<file path="config.mk">
export PLATFORM = sky130hd
export DESIGN_NAME = tm_wset_tracker
export DESIGN_NICKNAME = d
export VERILOG_FILES = /design/src/rtl/tm_pkg.sv /design/src/rtl/tm_linetab.sv /design/src/rtl/tm_wset_tracker.sv
export SDC_FILE = /design/constraint.sdc
export NUM_CORES = 1
export LEC_CHECK = 0
export ABC_CLOCK_PERIOD_IN_PS = 8000
export BUFFER_PORTS_ARGS = -buffer_cell sky130_fd_sc_hd__buf_2
export CORE_ASPECT_RATIO = 2
export CORE_MARGIN = 3
export CORE_UTILIZATION = 30
export CTS_CLUSTER_SIZE = 12
export DETAILED_ROUTE_END_ITERATION = 7
export PLACE_DENSITY = 0.57
export SYNTH_ARGS = -nofsm -noshare
export SYNTH_HDL_FRONTEND = slang
export SYNTH_SLANG_ARGS = --single-unit
</file>
<file path="constraint.sdc">
create_clock -name clk -period 8 [get_ports clk]
set_input_delay 0.8 -clock clk [delete_from_list [all_inputs] [get_ports clk]]
set_output_delay 0.8 -clock clk [all_outputs]
set_load 0.05 [all_outputs]
</file>
<file path="src/rtl/tm_pkg.sv">
package tm_pkg;
   localparam int CAUSE_W    = 6;
   localparam int C_CONFLICT = 0;
   localparam int C_CAPACITY = 1;
   localparam int C_INTEXC   = 2;
   localparam int C_TLB      = 3;
   localparam int C_BMIS     = 4;
   localparam int C_EXPLICIT = 5;

   typedef enum logic [1:0] {
      ST_IDLE   = 2'd0,
      ST_ACTIVE = 2'd1,
      ST_DRAIN  = 2'd2
   } tm_state_e;
endpackage

</file>
<file path="src/rtl/tm_linetab.sv">
// Associative line table with allocation-order storage. Used both as the
// write log (with data) and as the read set (tags only).
module tm_linetab #(
   parameter int DEPTH     = 16,
   parameter int ADDR_W    = 16,
   parameter int DATA_W    = 32,
   parameter bit KEEP_DATA = 1'b1,
   localparam int IDX_W    = (DEPTH > 1) ? $clog2(DEPTH) : 1,
   localparam int CNT_W    = $clog2(DEPTH + 1)
) (
   input  logic              clk,
   input  logic              rst_n,
   input  logic              clr_i,
   input  logic              add_i,
   input  logic [ADDR_W-1:0] add_line_i,
   input  logic [DATA_W-1:0] add_data_i,
   input  logic [ADDR_W-1:0] probe_line_i,
   output logic              probe_hit_o,
   output logic              full_miss_o,
   output logic [CNT_W-1:0]  count_o,
   input  logic [IDX_W-1:0]  rd_idx_i,
   output logic [ADDR_W-1:0] rd_line_o,
   output logic [DATA_W-1:0] rd_data_o
);
   logic [DEPTH-1:0]  vld_q;
   logic [DEPTH-1:0]  add_match;
   logic [DEPTH-1:0]  probe_match;
   logic [ADDR_W-1:0] line_q [DEPTH];
   logic [CNT_W-1:0]  cnt_q;
   logic              add_hit;
   logic              is_full;
   logic              alloc;
   logic [IDX_W-1:0]  wr_idx;

   for (genvar i = 0; i < DEPTH; i++) begin : g_cmp
      assign add_match[i]   = vld_q[i] && (line_q[i] == add_line_i);
      assign probe_match[i] = vld_q[i] && (line_q[i] == probe_line_i);
   end

   assign add_hit     = |add_match;
   assign is_full     = (cnt_q == CNT_W'(DEPTH));
   assign full_miss_o = add_i && !add_hit && is_full;
   assign probe_hit_o = |probe_match;
   assign count_o     = cnt_q;
   assign alloc       = add_i && !add_hit && !is_full && !clr_i;
   assign wr_idx      = cnt_q[IDX_W-1:0];

   always_ff @(posedge clk) begin
      if (!rst_n || clr_i) begin
         vld_q <= '0;
         cnt_q <= '0;
      end else if (alloc) begin
         vld_q[wr_idx] <= 1'b1;
         cnt_q         <= cnt_q + 1'b1;
      end
   end

   always_ff @(posedge clk) begin
      if (alloc) line_q[wr_idx] <= add_line_i;
   end

   assign rd_line_o = line_q[rd_idx_i];

   if (KEEP_DATA) begin : g_data
      logic [DATA_W-1:0] data_q [DEPTH];
      always_ff @(posedge clk) begin
         if (alloc) data_q[wr_idx] <= add_data_i;
         for (int i = 0; i < DEPTH; i++) begin
            if (add_i && !clr_i && add_match[i]) data_q[i] <= add_data_i;
         end
      end
      assign rd_data_o = data_q[rd_idx_i];
   end else begin : g_tags_only
      assign rd_data_o = '0;
   end
endmodule

</file>
<file path="src/rtl/tm_wset_tracker.sv">
module tm_wset_tracker
   import tm_pkg::*;
#(
   parameter int ADDR_W    = 16,
   parameter int DATA_W    = 32,
   parameter int PC_W      = 16,
   parameter int LOG_DEPTH = 16,
   parameter int RD_DEPTH  = 8
) (
   input  logic               clk,
   input  logic               rst_n,
   input  logic               start_i,
   input  logic [PC_W-1:0]    fail_pc_i,
   input  logic               commit_i,
   input  logic               abort_i,
   input  logic               rd_i,
   input  logic [ADDR_W-1:0]  rd_line_i,
   input  logic               wr_i,
   input  logic [ADDR_W-1:0]  wr_line_i,
   input  logic [DATA_W-1:0]  wr_data_i,
   input  logic               inv_i,
   input  logic [ADDR_W-1:0]  inv_line_i,
   input  logic               evt_irq_i,
   input  logic               evt_exc_i,
   input  logic               evt_tlb_i,
   input  logic               evt_bmis_i,
   output logic               active_o,
   output logic               busy_o,
   output logic [CAUSE_W-1:0] status_o,
   output logic               redirect_o,
   output logic [PC_W-1:0]    redirect_pc_o,
   output logic               mem_wr_o,
   output logic [ADDR_W-1:0]  mem_line_o,
   output logic [DATA_W-1:0]  mem_data_o,
   input  logic               mem_ack_i
);
   localparam int LIDX_W = $clog2(LOG_DEPTH);
   localparam int LCNT_W = $clog2(LOG_DEPTH + 1);
   localparam int RIDX_W = (RD_DEPTH > 1) ? $clog2(RD_DEPTH) : 1;
   localparam int RCNT_W = $clog2(RD_DEPTH + 1);

   if (!(LOG_DEPTH == 16 || LOG_DEPTH == 32)) begin : g_bad_log_depth
      $error("tm_wset_tracker: LOG_DEPTH must be 16 or 32");
   end
   if (RD_DEPTH < 2) begin : g_bad_rd_depth
      $error("tm_wset_tracker: RD_DEPTH must be at least 2");
   end

   tm_state_e          st_q;
   logic [LIDX_W-1:0]  drain_q;
   logic [CAUSE_W-1:0] status_q;
   logic [CAUSE_W-1:0] cause;
   logic [PC_W-1:0]    fail_pc_q;
   logic               redirect_q;
   logic               in_tx;
   logic               abort_go;
   logic               start_go;
   logic               clr_tabs;
   logic               drain_last;

   logic               wl_hit, wl_full_miss;
   logic [LCNT_W-1:0]  wl_cnt;
   logic               rs_hit, rs_full_miss;
   logic [RCNT_W-1:0]  rs_cnt;
   logic [ADDR_W-1:0]  rs_line_nc;
   logic [0:0]         rs_data_nc;

   assign in_tx    = (st_q == ST_ACTIVE);
   assign start_go = (st_q == ST_IDLE) && start_i;

   always_comb begin
      cause             = '0;
      cause[C_CONFLICT] = inv_i && (wl_hit || rs_hit);
      cause[C_CAPACITY] = wl_full_miss || rs_full_miss;
      cause[C_INTEXC]   = evt_irq_i || evt_exc_i;
      cause[C_TLB]      = evt_tlb_i;
      cause[C_BMIS]     = evt_bmis_i;
      cause[C_EXPLICIT] = abort_i;
      if (!in_tx) cause = '0;
   end

   assign abort_go = |cause;
   assign clr_tabs = start_go || abort_go;

   tm_linetab #(
      .DEPTH(LOG_DEPTH), .ADDR_W(ADDR_W), .DATA_W(DATA_W), .KEEP_DATA(1'b1)
   ) u_wlog (
      .clk(clk), .rst_n(rst_n), .clr_i(clr_tabs),
      .add_i(in_tx && wr_i), .add_line_i(wr_line_i), .add_data_i(wr_data_i),
      .probe_line_i(inv_line_i), .probe_hit_o(wl_hit),
      .full_miss_o(wl_full_miss), .count_o(wl_cnt),
      .rd_idx_i(drain_q), .rd_line_o(mem_line_o), .rd_data_o(mem_data_o)
   );

   tm_linetab #(
      .DEPTH(RD_DEPTH), .ADDR_W(ADDR_W), .DATA_W(1), .KEEP_DATA(1'b0)
   ) u_rset (
      .clk(clk), .rst_n(rst_n), .clr_i(clr_tabs),
      .add_i(in_tx && rd_i), .add_line_i(rd_line_i), .add_data_i(1'b0),
      .probe_line_i(inv_line_i), .probe_hit_o(rs_hit),
      .full_miss_o(rs_full_miss), .count_o(rs_cnt),
      .rd_idx_i(RIDX_W'(0)), .rd_line_o(rs_line_nc), .rd_data_o(rs_data_nc)
   );

   assign drain_last = ((LCNT_W'(drain_q) + 1'b1) == wl_cnt);

   always_ff @(posedge clk) begin
      if (!rst_n) begin
         st_q       <= ST_IDLE;
         drain_q    <= '0;
         status_q   <= '0;
         fail_pc_q  <= '0;
         redirect_q <= 1'b0;
      end else begin
         redirect_q <= abort_go;
         unique case (st_q)
            ST_IDLE: begin
               if (start_i) begin
                  st_q      <= ST_ACTIVE;
                  status_q  <= '0;
                  fail_pc_q <= fail_pc_i;
               end
            end
            ST_ACTIVE: begin
               if (abort_go) begin
                  st_q     <= ST_IDLE;
                  status_q <= cause;
               end else if (commit_i) begin
                  drain_q <= '0;
                  st_q    <= (wl_cnt == '0 && !wr_i) ? ST_IDLE : ST_DRAIN;
               end
            end
            ST_DRAIN: begin
               if (mem_ack_i) begin
                  if (drain_last) st_q <= ST_IDLE;
                  else            drain_q <= drain_q + 1'b1;
               end
            end
            default: st_q <= ST_IDLE;
         endcase
      end
   end

   assign active_o      = in_tx;
   assign busy_o        = (st_q == ST_DRAIN);
   assign mem_wr_o      = (st_q == ST_DRAIN);
   assign status_o      = status_q;
   assign redirect_o    = redirect_q;
   assign redirect_pc_o = fail_pc_q;
endmodule

</file>
== Word-level counts from Yosys, hierarchy flattened ==
Memory sizes are Yosys's and may differ from the RTL's. A register that Yosys moved wholly into a read port is not among the register bits.
Index checks and enable logic that the tools add are counted.
W data, S select, Z words.

* Bits in registers: 62
* Memories kept: 3
* Bits of input ports: 109
* ROM bits: 0
* Memory bits (writable): 896
* Output and inout bits: 74
* Latch bits: 0
* Logic and storage cells: 252

* Divide/modulo/power cells: 0
* Shifts and indexed selects: 0
* Add/sub/neg operators: 4
* Bitwise operators: 2
* Eq/ne operators: 61
* Multiply operators: 0
* Mux-type cells: 63
* Reduce and logical (&&, ||, !) cells: 106
* Order comparisons: 4

{| class="wikitable"
|+ Memory list
! memory !! words !! bits a word !! read ports !! clocked after memory_dff !! write ports !! RTL line !! source
|-
| u_wlog.g_data.data_q || 16 || 32 || 1 || 1 || 16 || tm_linetab.sv:65 || <nowiki>logic [DATA_W-1:0] data_q [DEPTH];</nowiki>
|-
| u_wlog.line_q || 16 || 16 || 17 || 1 || 1 || tm_linetab.sv:28 || <nowiki>logic [ADDR_W-1:0] line_q [DEPTH];</nowiki>
|-
| u_rset.line_q || 8 || 16 || 8 || 0 || 1 || tm_linetab.sv:28 ||
|}

{| class="wikitable"
|+ Operators by type and width
! operator !! number
|-
| $eq A16 B16 Y1 || 48
|-
| $logic_and A1 B1 Y1 || 80
|-
| $mux W1 || 39
|-
| $mux W4 || 9
|-
| $mux W32 || 1
|-
| $reduce_or A16 Y1 || 2
|-
| $reduce_or A32 Y1 || 1
|-
| $mux W6 || 3
|-
| $or A16 B16 Y16 || 1
|-
| $reduce_or A8 Y1 || 2
|-
| $mux W2 || 6
|-
| $pmux W6 S2 || 1
|-
| $add A4 B1 Y4 const B || 2
|-
| $ne A2 B2 Y1 const B || 4
|-
| $or A8 B8 Y8 || 1
|-
| $pmux W4 S2 || 1
|-
| $logic_not A1 Y1 || 7
|-
| $ne A2 B1 Y1 const B || 3
|-
| $pmux W2 S3 || 1
|-
| $reduce_or A6 Y1 || 1
|-
| $add A4 B1 Y5 const B || 1
|-
| $add A5 B1 Y5 const B || 1
|-
| $eq A5 B5 Y1 || 1
|-
| $eq A5 B5 Y1 const B || 1
|-
| other kinds (18) || 23
|}

== Longest topological paths before layout ==
Gate-level depths: netlist of run 1.
An unclocked memory read counts as a cell.

* Depth after elaboration: 18
* Gate-level depth with buffers: 13
* Gate-level depth less buffers: 10

== Cells and area by module ==
Synthesis of run 1 repeated with hierarchy kept, for this count alone.

* Cell total of the unflattened synthesis: 2,828
* Area total of the unflattened synthesis: 46,061.7 um^2

{| class="wikitable"
|+ Modules (own cells, without submodules)
! module !! cells an instance !! times used !! seq. area each (um^2) !! area an instance (um^2)
|-
| tm_linetab (u_wlog) || 2,016 || 1 || 23,482.5 || 36,217.2
|-
| tm_linetab (u_rset) || 648 || 1 || 4,083.9 || 8,454.4
|-
| tm_wset_tracker || 164 || 1 || 580.6 || 1,390.1
|}

== Least setup slack after synthesis of run 1 ==
Ideal clock, no wire load.

* Path type: input port to flip-flop
* From: input inv_line_i[1]
* To: memory u_wlog.g_data.data_q[5][0] (enable)
* Data required time: 7.489 ns
* Path buffers: 2
* Data arrival time: 6.080 ns
* Setup slack: 1.409 ns
* Library setup time: 0.511 ns
* Stages: 11
* Path through: buf_4 > buf_6 > xor2_1 > nor4_1 > nand4_1 > o22ai_1 > or4_1 > o41a_1 > o21ai_2 > nand3_1 > o41ai_1

{| class="wikitable"
|+ RTL lines
! element !! RTL line !! source
|-
| from (decl) || tm_wset_tracker.sv:22 || <nowiki>input logic [ADDR_W-1:0] inv_line_i,</nowiki>
|-
| to (decl) || tm_linetab.sv:65 ||
|}

==> summary.md, run 1 <==
The routed length per placed instance works out to 31.81 um. The clock passes through at most 3 buffers. The sum of negative setup slack was 0 ps.

The logs give 0 for the total count of hold-check failures in the final report and 0 for the total of warnings raised by yosys. The detail route stage leaves a number of antenna-violating nets equal to 0. The worst setup path is launched from an input port.

The cell sitting at the root of the clock tree is a sky130_fd_sc_hd__clkbuf_16. Clock period minus final worst setup slack: 5886 ps. The die is 280.3 um wide. The count of port buffers added during placement came out at 182. The number of hold buffers added after CTS came out at 0. The combinational power share was 6.3%; the portion of the clock cycle consumed by the worst path in the final layout was 73.57%. The count of unresolved DRC violations after routing was 0.

The cell area after layout came out at 51,130 um^2. Once detailed placement completed, the half-perimeter wirelength came to 108,100 um. Cell taking the most area after synthesis: sky130_fd_sc_hd__edfxtp_1. Counting flops with an async set or reset pin after synthesis yields a share of 0%. Of the synthesized area, sequential elements account for 62.51%. The run gives 95 as the total CTS buffers.

The slew at the pin closest to its max-slew limit was 1168 ps; the maximum vdd ir drop was 0.0002330 V. The H-tree depth was 3. The total detailed-routing wirelength is 157,700 um. Based on the critical path, the design can be clocked at up to 169.9 MHz. The area growth from synthesis to layout is 13.23%. The floorplan step defined a die boundary enclosing 155,500 um^2. The first global-routing pass estimated 217,100 um of wire. The cell that appears most often on the critical path is sky130_fd_sc_hd__buf_4. The run finished with clean final reports.

The source-to-sink clock delay at the later pin of the worst-skew pair was 720 ps; the synthesized area per cell was 16.13 um^2. TritonCTS built the clock tree. After synthesis, the cell types taking the most area are sky130_fd_sc_hd__edfxtp_1 (60%), sky130_fd_sc_hd__mux4_2 (12%), sky130_fd_sc_hd__xor2_1 (9.9%). The count of final setup violators came out at 0. The run gives 60.95 ps as the maximum clock skew at final layout. Summing every instance area after synthesis gives 45,160 um^2. The fraction of layout cells with a size suffix above 1 was 21.35%. Summing internal, switching and leakage power gives 0.01047 W. For this design the ratio of total power to cell area is 204.7 nW/um^2. The clock drives 962 sinks. For this run the aggregate overflow at the end of global routing stands at 0. The quantity of gates resized following cts came out at 0. The final route contains 26,210 vias.

Of the total power, registers draw 52.7%. The buffering stage count on the worst path with inverters included was 4; the switching share of total power was 23.50%. Summed over all cells, the static leakage comes to 15.84 nW. Via count of the first global-routing pass: 27,040.

Once layout is complete, the cells apart from fillers number 4,957. After the last flow step, the layout net total stands at 3,087. Across every metal layer, demand over resource in global routing totals 20.05%. The number of search-and-repair iterations in the first detailed-routing pass was 8; the count of final max-slew check failures was 0. The clock transition time at the flip-flop clock pins of the worst setup and hold paths works out to 70 ps.

The run gives 0 as the setup fix buffers added after clock tree synthesis. Counting tap cells, the placed design contains a total of 4,793 instances. On the worst path, the slowest cell contributes a delay of 800 ps. Traced cell by cell, the critical path runs through buf_2 -> buf_4 -> xor2_1 -> nor4_1 -> nand4_1 -> o22ai_1 -> nor4_1 -> buf_4 -> nand4_1 -> o21a_1 -> nand3_1 -> o31ai_4 -> buf_4.

The area share of the largest cell type after synthesis was 59.58%. The synthesized netlist contains 58 unique library cells. The number of flip-flops and latches in the synthesized netlist works out to 962. The area of the core is 148,900 um^2.

The number of flops mapped to enable cells by yosys is 896, and the starting density of the core is 30.33%. Internal power comes to 0.008007 W. Worst endpoint required time: 8300 ps. Once layout is complete, the utilization of the core stands at 34.34%. The logs give 0 for the max capacitance violation total and 2,915 for the net count after synthesis. Using the TritonRoute via totals, the vias-per-cell ratio works out to 5.287. After synthesis, the most frequently instantiated cells are sky130_fd_sc_hd__edfxtp_1 (896), sky130_fd_sc_hd__xor2_1 (509), sky130_fd_sc_hd__xnor2_1 (266), sky130_fd_sc_hd__mux4_2 (240), sky130_fd_sc_hd__nor4_1 (123).

The element type at the critical path end was a register. Initial antenna violation count: 26. The row count came out at 200. STA puts the critical path data arrival time at 6180 ps.

The tightest min-delay check is of the in2reg type. On the critical path, the stage with the largest delay is an instance of sky130_fd_sc_hd__nor4_1. The worst setup path is of the in2reg kind. The number of placed I/O pins was 183; the cell area after placement was 48,220 um^2. The run gives 90 as the maximum number of pins on one net before global-route repair.

Measured against its own limit, the worst slew margin works out to 21.52%. Routability-driven placement finished with a final weighted congestion of 0.9532. In this run the power spent charging and discharging nets is 0.002460 W. The share of total power in the clock network came out at 41.0%. The most used flip-flop cell after synthesis was sky130_fd_sc_hd__edfxtp_1.

The cell family with the largest share of critical-path delay was simple AND/OR/NAND/NOR gates. The logs give 2,799 for the count of mapped cells out of synthesis and 1,945 for the number of DRC markers in iteration 0. Die outline height: 554.7 um. Most numerous cell in the Yosys netlist: sky130_fd_sc_hd__edfxtp_1. Of all nets on the critical path, the largest fanout is 32. Setup repair after global routing left no endpoint under its margin.
==> flip-flops by register name, indices dropped and copies added (netlist names), named ones only <==
name / cells
u_wlog.line_q: 256
redirect_o: 1
u_rset.line_q: 128
u_wlog.count_o: 5
st_q: 2
u_wlog.g_data.data_q: 512
status_o: 6
u_wlog.vld_q: 16
drain_q: 4
u_rset.vld_q: 8
u_rset.count_o: 4
redirect_pc_o: 16
==> per-layer routing <==
layer	up-vias	global-route usage (%)	wire [um]
li1	11050	-	-
met1	13690	20.18	52180
met2	1023	37.00	84000
met3	425	3.633	8129
met4	20	13.90	13270
met5	-	0	119
==> tightest hold or removal path: stages <==
cell	delay (ps)
sky130_fd_sc_hd__buf_2	90
sky130_fd_sc_hd__nand2_1	40
sky130_fd_sc_hd__a21oi_1	50
==> power by group through the flow <==
| stage | clock network (W) | logic (W) | registers [W] |
|---|---|---|---|
| after global routing | 0.00458 | 0.000690 | 0.00552 |
| final | 0.00429 | 0.000656 | 0.00552 |
| after global placement | 0 | 0.000648 | 0.00563 |
| after detailed placement | 0 | 0.000653 | 0.00563 |
| after floorplan | 0 | 0.000378 | 0.00565 |
| after CTS | 0.00441 | 0.000656 | 0.00552 |
==> placed cells by master (no fill, tap or decap), drive strengths merged, types with 66 or more instances in the layout <==
cell / netlist / layout
nor4: 123 / 123
clkbuf: 80 / 136
nand4: 103 / 103
dfxtp: 66 / 66
xnor2: 266 / 266
nand2: 77 / 77
buf: 99 / 254
edfxtp: 896 / 896
xor2: 509 / 509
mux4: 240 / 240
==> path summary, 6_finish.rpt <==
kind,cells past startpoint,slack (ps),start,end
min,3,340,fail_pc_i[13],redirect_pc_o[13]
max,13,2110,wr_line_i[4],u_wlog.g_data.data_q[7][29]
max reg2reg,10,2420,u_wlog.line_q[9][2],u_wlog.g_data.data_q[7][29]
min reg2reg,2,450,redirect_pc_o[14],redirect_pc_o[14]
==> stage by stage <==
step | hold slack, ps | worst slack, ps
5_1_grt | 286.6 | 2107
6_report | 336.3 | 2114
3_5_place_dp | 445.1 | 1462
4_1_cts | 253.1 | 2214
3_3_place_gp | 439.0 | 1398
2_1_floorplan | 439.2 | 1409
==> cell families (layout without fill, tap and decap cells) <==
logic type / after synthesis / after routing / synth area share [%]
AO/OA/AOI/OAI: 113 / 113 / 1.690
XOR/XNOR: 775 / 775 / 15.03
adder cells (fa/ha/maj): 7 / 7 / 0.1939
buffers and inverters: 221 / 448 / 2.785
flip-flops: 962 / 962 / 62.51
multiplexers: 244 / 244 / 12.06
other: 0 / 12 / 0
AND/OR/NAND/NOR: 477 / 477 / 5.727
==> cell type report <==
cell class / instances / area, um^2
Sequential cell: 962 / 28240
Antenna cell: 12 / 30.03
Inverter: 42 / 157.7
Multi-Input combinational cell: 1616 / 15940
Tap cell: 1919 / 2401
Timing Repair Buffer: 254 / 1476
Fill cell: 14220 / 97760
Clock inverter: 16 / 284.0
Clock buffer: 136 / 2603
Note: power is estimated with default switching activity, not from simulation.
==> inputs of run 2 (changes only) <==
- ABC_AREA: not set -> 1
- ABC_CLOCK_PERIOD_IN_PS: 8000 -> 5800
- clock period: 8 -> 5.8 ns (I/O delays scaled with it)
==> run 2 against run 1 <==
Compared with the run above: the flow now finishes with violations (capacitance limit, slew limit); combinational power increased to 3.9 times the previous value; synthesized cell count increased by 79%; worst hold slack worse by 210 ps; clock power increased by 41%; via count is 52% higher; wire length rose by 46%; sequential cell count did not move.
==> summary.md, run 2 <==
The count of mapped cells out of synthesis is 5,002 (+79%). First element of the critical path: u_rset.line_q[6][5]. After synthesis, the most frequently instantiated cells are sky130_fd_sc_hd__nand2_1 (1,019), sky130_fd_sc_hd__edfxtp_1 (896), sky130_fd_sc_hd__o21ai_0 (534), sky130_fd_sc_hd__inv_1 (495), sky130_fd_sc_hd__nor2_1 (439). The area share of the largest cell type after synthesis is 55.77% (-3.8 points).

The number of flops mapped to enable cells by yosys is 896 (unchanged). The tightest slew margin relative to the limit is -1.720% (-23 points). The minimum hold slack was 122.8 ps (-213.5 ps).

The checks that failed: capacitance limit, slew limit. The clock transition time at the flip-flop clock pins of the worst setup and hold paths came out at 70 ps (about the same). The run finished, with violations left. The die extent in x is 289.6 um (+3.3%). By area the synthesized netlist is led by sky130_fd_sc_hd__edfxtp_1 (56%), sky130_fd_sc_hd__nand2_1 (7.9%), sky130_fd_sc_hd__o21ai_0 (5.5%). The synthesized area per cell works out to 9.645 um^2 (-40%). The element type at the critical path end is a register. The critical path depth in cells was 14 (+1). The row count came out at 207 (+3.5%). The count of nets left with antenna violations after detail routing is 0 (unchanged), and the critical path's largest stage delay is 1110 ps (+310 ps). The most critical setup path has its endpoint at u_wlog.g_data.data_q[3][1]. The number of search-and-repair iterations in the first detailed-routing pass is 6 (-2), and the number of sinks driven by the clock tree is 962 (unchanged). Derived from the worst setup path, the maximum achievable clock frequency is 204.2 MHz. The logs give 0 (unchanged) for the setup fix buffers added after clock tree synthesis and 6170 ps (-2130 ps) for the worst endpoint required time. The tools report the sum of negative setup slack as 0 ps (unchanged).

Fraction of layout cells with a size suffix above 1: 10.04% (-11 points). For this run, the leading register cell type out of synthesis is sky130_fd_sc_hd__edfxtp_1. The post-synthesis cell area is 48,250 um^2 (+6.8%).

The slowest stage of the critical path belongs to the cell sky130_fd_sc_hd__nor2_1. For the number of hold buffers added after CTS, the log shows 0 (unchanged). The portion of the clock cycle consumed by the worst path in the final layout works out to 84.42%. The critical path goes through o22ai_1 -> inv_1 -> nand3b_1 -> nor2_1 -> nand3_1 -> nand2_1 -> inv_1 -> nand4_1 -> nand2_2 -> nor3_4 -> buf_12 -> nand4_1 -> o21ai_4 -> buf_12.

The tools report the die outline area as 166,000 um^2 (+6.7%). For the via count of the first global-routing pass, the log shows 39,540 (+46%). The register with the most flip-flops in the final layout is u_wlog.g_data.data_q.

The number of flip-flops in the largest register was 512 (unchanged). sky130_fd_sc_hd__nand2_1 is the most common cell in the netlist. The total detailed-routing wirelength was 229,800 um (+46%). The run gives 5,118 (+76%) as the net count after synthesis. The buffering stage count on the worst path with inverters included works out to 4 (unchanged). In the layout the commonest cells are sky130_fd_sc_hd__nand2_1 (1,019), sky130_fd_sc_hd__edfxtp_1 (896), sky130_fd_sc_hd__o21ai_0 (525). For the count of unresolved DRC violations after routing, the log shows 0 (unchanged).

Count of port buffers added during placement: 182 (unchanged). Among cell families on the critical path, the largest total delay comes from simple AND/OR/NAND/NOR gates. In this run the worst hold path is classified as in2reg. In the final layout, the registers with the most flip-flops are u_wlog.g_data.data_q: 512 flops, u_wlog.line_q: 256 flops, u_rset.line_q: 128 flops. The tree is rooted in a sky130_fd_sc_hd__clkbuf_16. The tools report the quantity of gates resized following cts as 0 (unchanged). For the maximum number of pins on one net before global-route repair, the log shows 126 (+40%). The tools report the origin of the critical flop-to-flop path as u_rset.line_q[6][5]. The async set-or-reset flop fraction in the synthesized netlist is 0% (unchanged). The count of distinct cell types in the synthesized netlist is 42 (-28%). The number of vias per cell was 5.421 (+2.5%); the total count of hold-check failures in the final report was 0 (unchanged). The logs give 0 (unchanged) for the total global routing overflow and 39,760 (+52%) for the overall via count from detail_route. The count of final max-slew check failures was 5 (+5). The overall fraction of global-route tracks in use is 27.16% (+7.1 points). For the finished layout, the period the worst path requires is 4896 ps. The final layout net count is 5,282 (+71%). The number of flip-flops and latches in the synthesized netlist is 962 (unchanged).

The run gives 3 (unchanged) as the H-tree depth. Setup repair after global routing left no endpoint under its margin. The tools report the wire length of the first global-routing pass as 312,600 um (+44%).

Data arrival time of the critical path: 5270 ps (-910 ps). Of all cell types, the one taking the most synthesized area is sky130_fd_sc_hd__edfxtp_1. The starting density of the core is 30.29% (-0.040 points), and the largest buffer count on any clock path is 3 (unchanged). TritonCTS built the clock tree. Leaving out fill and tap cells, the most frequent cell in the layout is sky130_fd_sc_hd__nand2_1. The tools report the number of placed I/O pins as 183 (unchanged).

The total leakage power is 20.36 nW (+28%), and the power per cell area is 296.1 nW/um^2 (+45%). The tools report the total of warnings raised by yosys as 0 (unchanged). The area of the core was 159,300 um^2 (+7.0%). The tools report the number of DRC markers in iteration 0 as 4,520 (+130%). The post-detailed-placement half-perimeter wirelength is 159,100 um (+47%). The area growth from synthesis to layout is 14.53%.

The initial antenna violation count is 25 (-3.8%), and the count of final setup violators is 0 (unchanged). The routed length per placed instance was 31.33 um (-1.5%). The worst setup path is launched from a register. The total CTS buffers is 96 (+1.1%).

The tools report the max capacitance violation total as 3 (+3). The worst setup slack for register-to-register paths was 900 ps (-1520 ps). For the maximum clock skew at final layout, the log shows 59.02 ps (-1.925 ps).

The source-to-sink clock delay at the later pin of the worst-skew pair was 730 ps (about the same). For the sequential area share after synthesis, the log shows 58.51% (-4.0 points). The slew at the pin closest to its max-slew limit works out to 1510 ps (+341.7 ps). For the final weighted congestion in routability-driven placement, the log shows 1.064 (+12%). The depth of the worst register-to-register path was 14 (+4); the die outline height was 573.1 um (+3.3%). The maximum vdd ir drop was 0.0002111 V (-9.4%).

The startpoint-to-endpoint class of the critical path was reg2reg. Terminus of the critical flop-to-flop path: u_wlog.g_data.data_q[3][1]. The largest fanout on the critical path works out to 34 (+6.3%).
run 2: changes by cell type in the layout (fill, tap and decap cells not counted), moves of 59 or more:
cell                       change
sky130_fd_sc_hd__nand4_1      -59
sky130_fd_sc_hd__a21oi_1     +269
sky130_fd_sc_hd__xnor2_1     -226
sky130_fd_sc_hd__xor2_1      -320
sky130_fd_sc_hd__nor2_1      +400
sky130_fd_sc_hd__mux4_2      -240
sky130_fd_sc_hd__o21ai_0     +522
sky130_fd_sc_hd__inv_1       +452
sky130_fd_sc_hd__nand2_1     +942
sky130_fd_sc_hd__mux2i_1     +131
sky130_fd_sc_hd__nor4_1      -119
sky130_fd_sc_hd__o211ai_1    +175
run 2: worst min-delay path by stage:
stage                                start                    end  slack, ps  depth (start not counted)
after floorplan           u_wlog.vld_q[10]       u_wlog.vld_q[10]        430                          2
after global placement         status_o[3]            status_o[3]        450                          2
after detailed placement       status_o[4]            status_o[4]        460                          2
after CTS                    wr_line_i[13]  u_wlog.line_q[11][13]         90                          1
after global routing         fail_pc_i[12]      redirect_pc_o[12]        120                          3
final                        wr_line_i[13]  u_wlog.line_q[11][13]        120                          1
run 2: layout make-up:
| cell class | count | area [um^2] |
|---|---|---|
| Antenna cell | 7 | 17.52 |
| Clock buffer | 149 | 2679 |
| Timing Repair Buffer | 344 | 2597 |
| Inverter | 522 | 1971 |
| Multi-Input combinational cell | 3240 | 16940 |
| Clock inverter | 20 | 198.9 |
| Fill cell | 16210 | 104000 |
| Tap cell | 2090 | 2615 |
| Sequential cell | 962 | 28240 |
run 2: where the power goes:
part	switching [W]	leakage [nW]	internal [W]
Clock	0.00280	1.37	0.00323
Sequential	0.0000814	8.59	0.00770
Combinational	0.00195	10.4	0.000596
run 2: routing by layer:
metal	vias up	track usage (%)	routed length (um)
met5	-	0	165
met3	897	6.230	16110
met2	2048	46.12	112600
met4	26	26.20	27260
met1	19310	26.68	73590
li1	17470	-	-
run 2: per-stage QoR:
step                      utilization, %  total power, W  setup WS, ps  area (um^2)  std cells
final                              34.69         0.01636         903.9        55260       7334
after global routing               34.68         0.01684         921.0        55240       7329
after CTS                          34.67         0.01643          1338        55220       7325
after detailed placement           32.86         0.01044         793.1        52340       7156
after global placement             32.86         0.01043         779.8        52340       7156
after floorplan                        -        0.009379         866.5        48250       5002
run 2: cells by family (layout without fill, tap and decap cells):
group	count (synthesis)	after routing	synth area share, %
AO/OA/AOI/OAI	1177	1177	13.58
buffers and inverters	800	1035	6.761
AND/OR/NAND/NOR	1694	1694	14.05
adder cells (fa/ha/maj)	7	7	0.1815
flip-flops	962	962	58.51
other	0	7	0
multiplexers	133	133	2.759
XOR/XNOR	229	229	4.157
run 2: worst reg2reg max path, delay by kind of cell (launching register included):
kind	cells	cell delay, ps
flops	1	600
compound gates	2	420
simple gates	8	2810
buf+inv	4	660
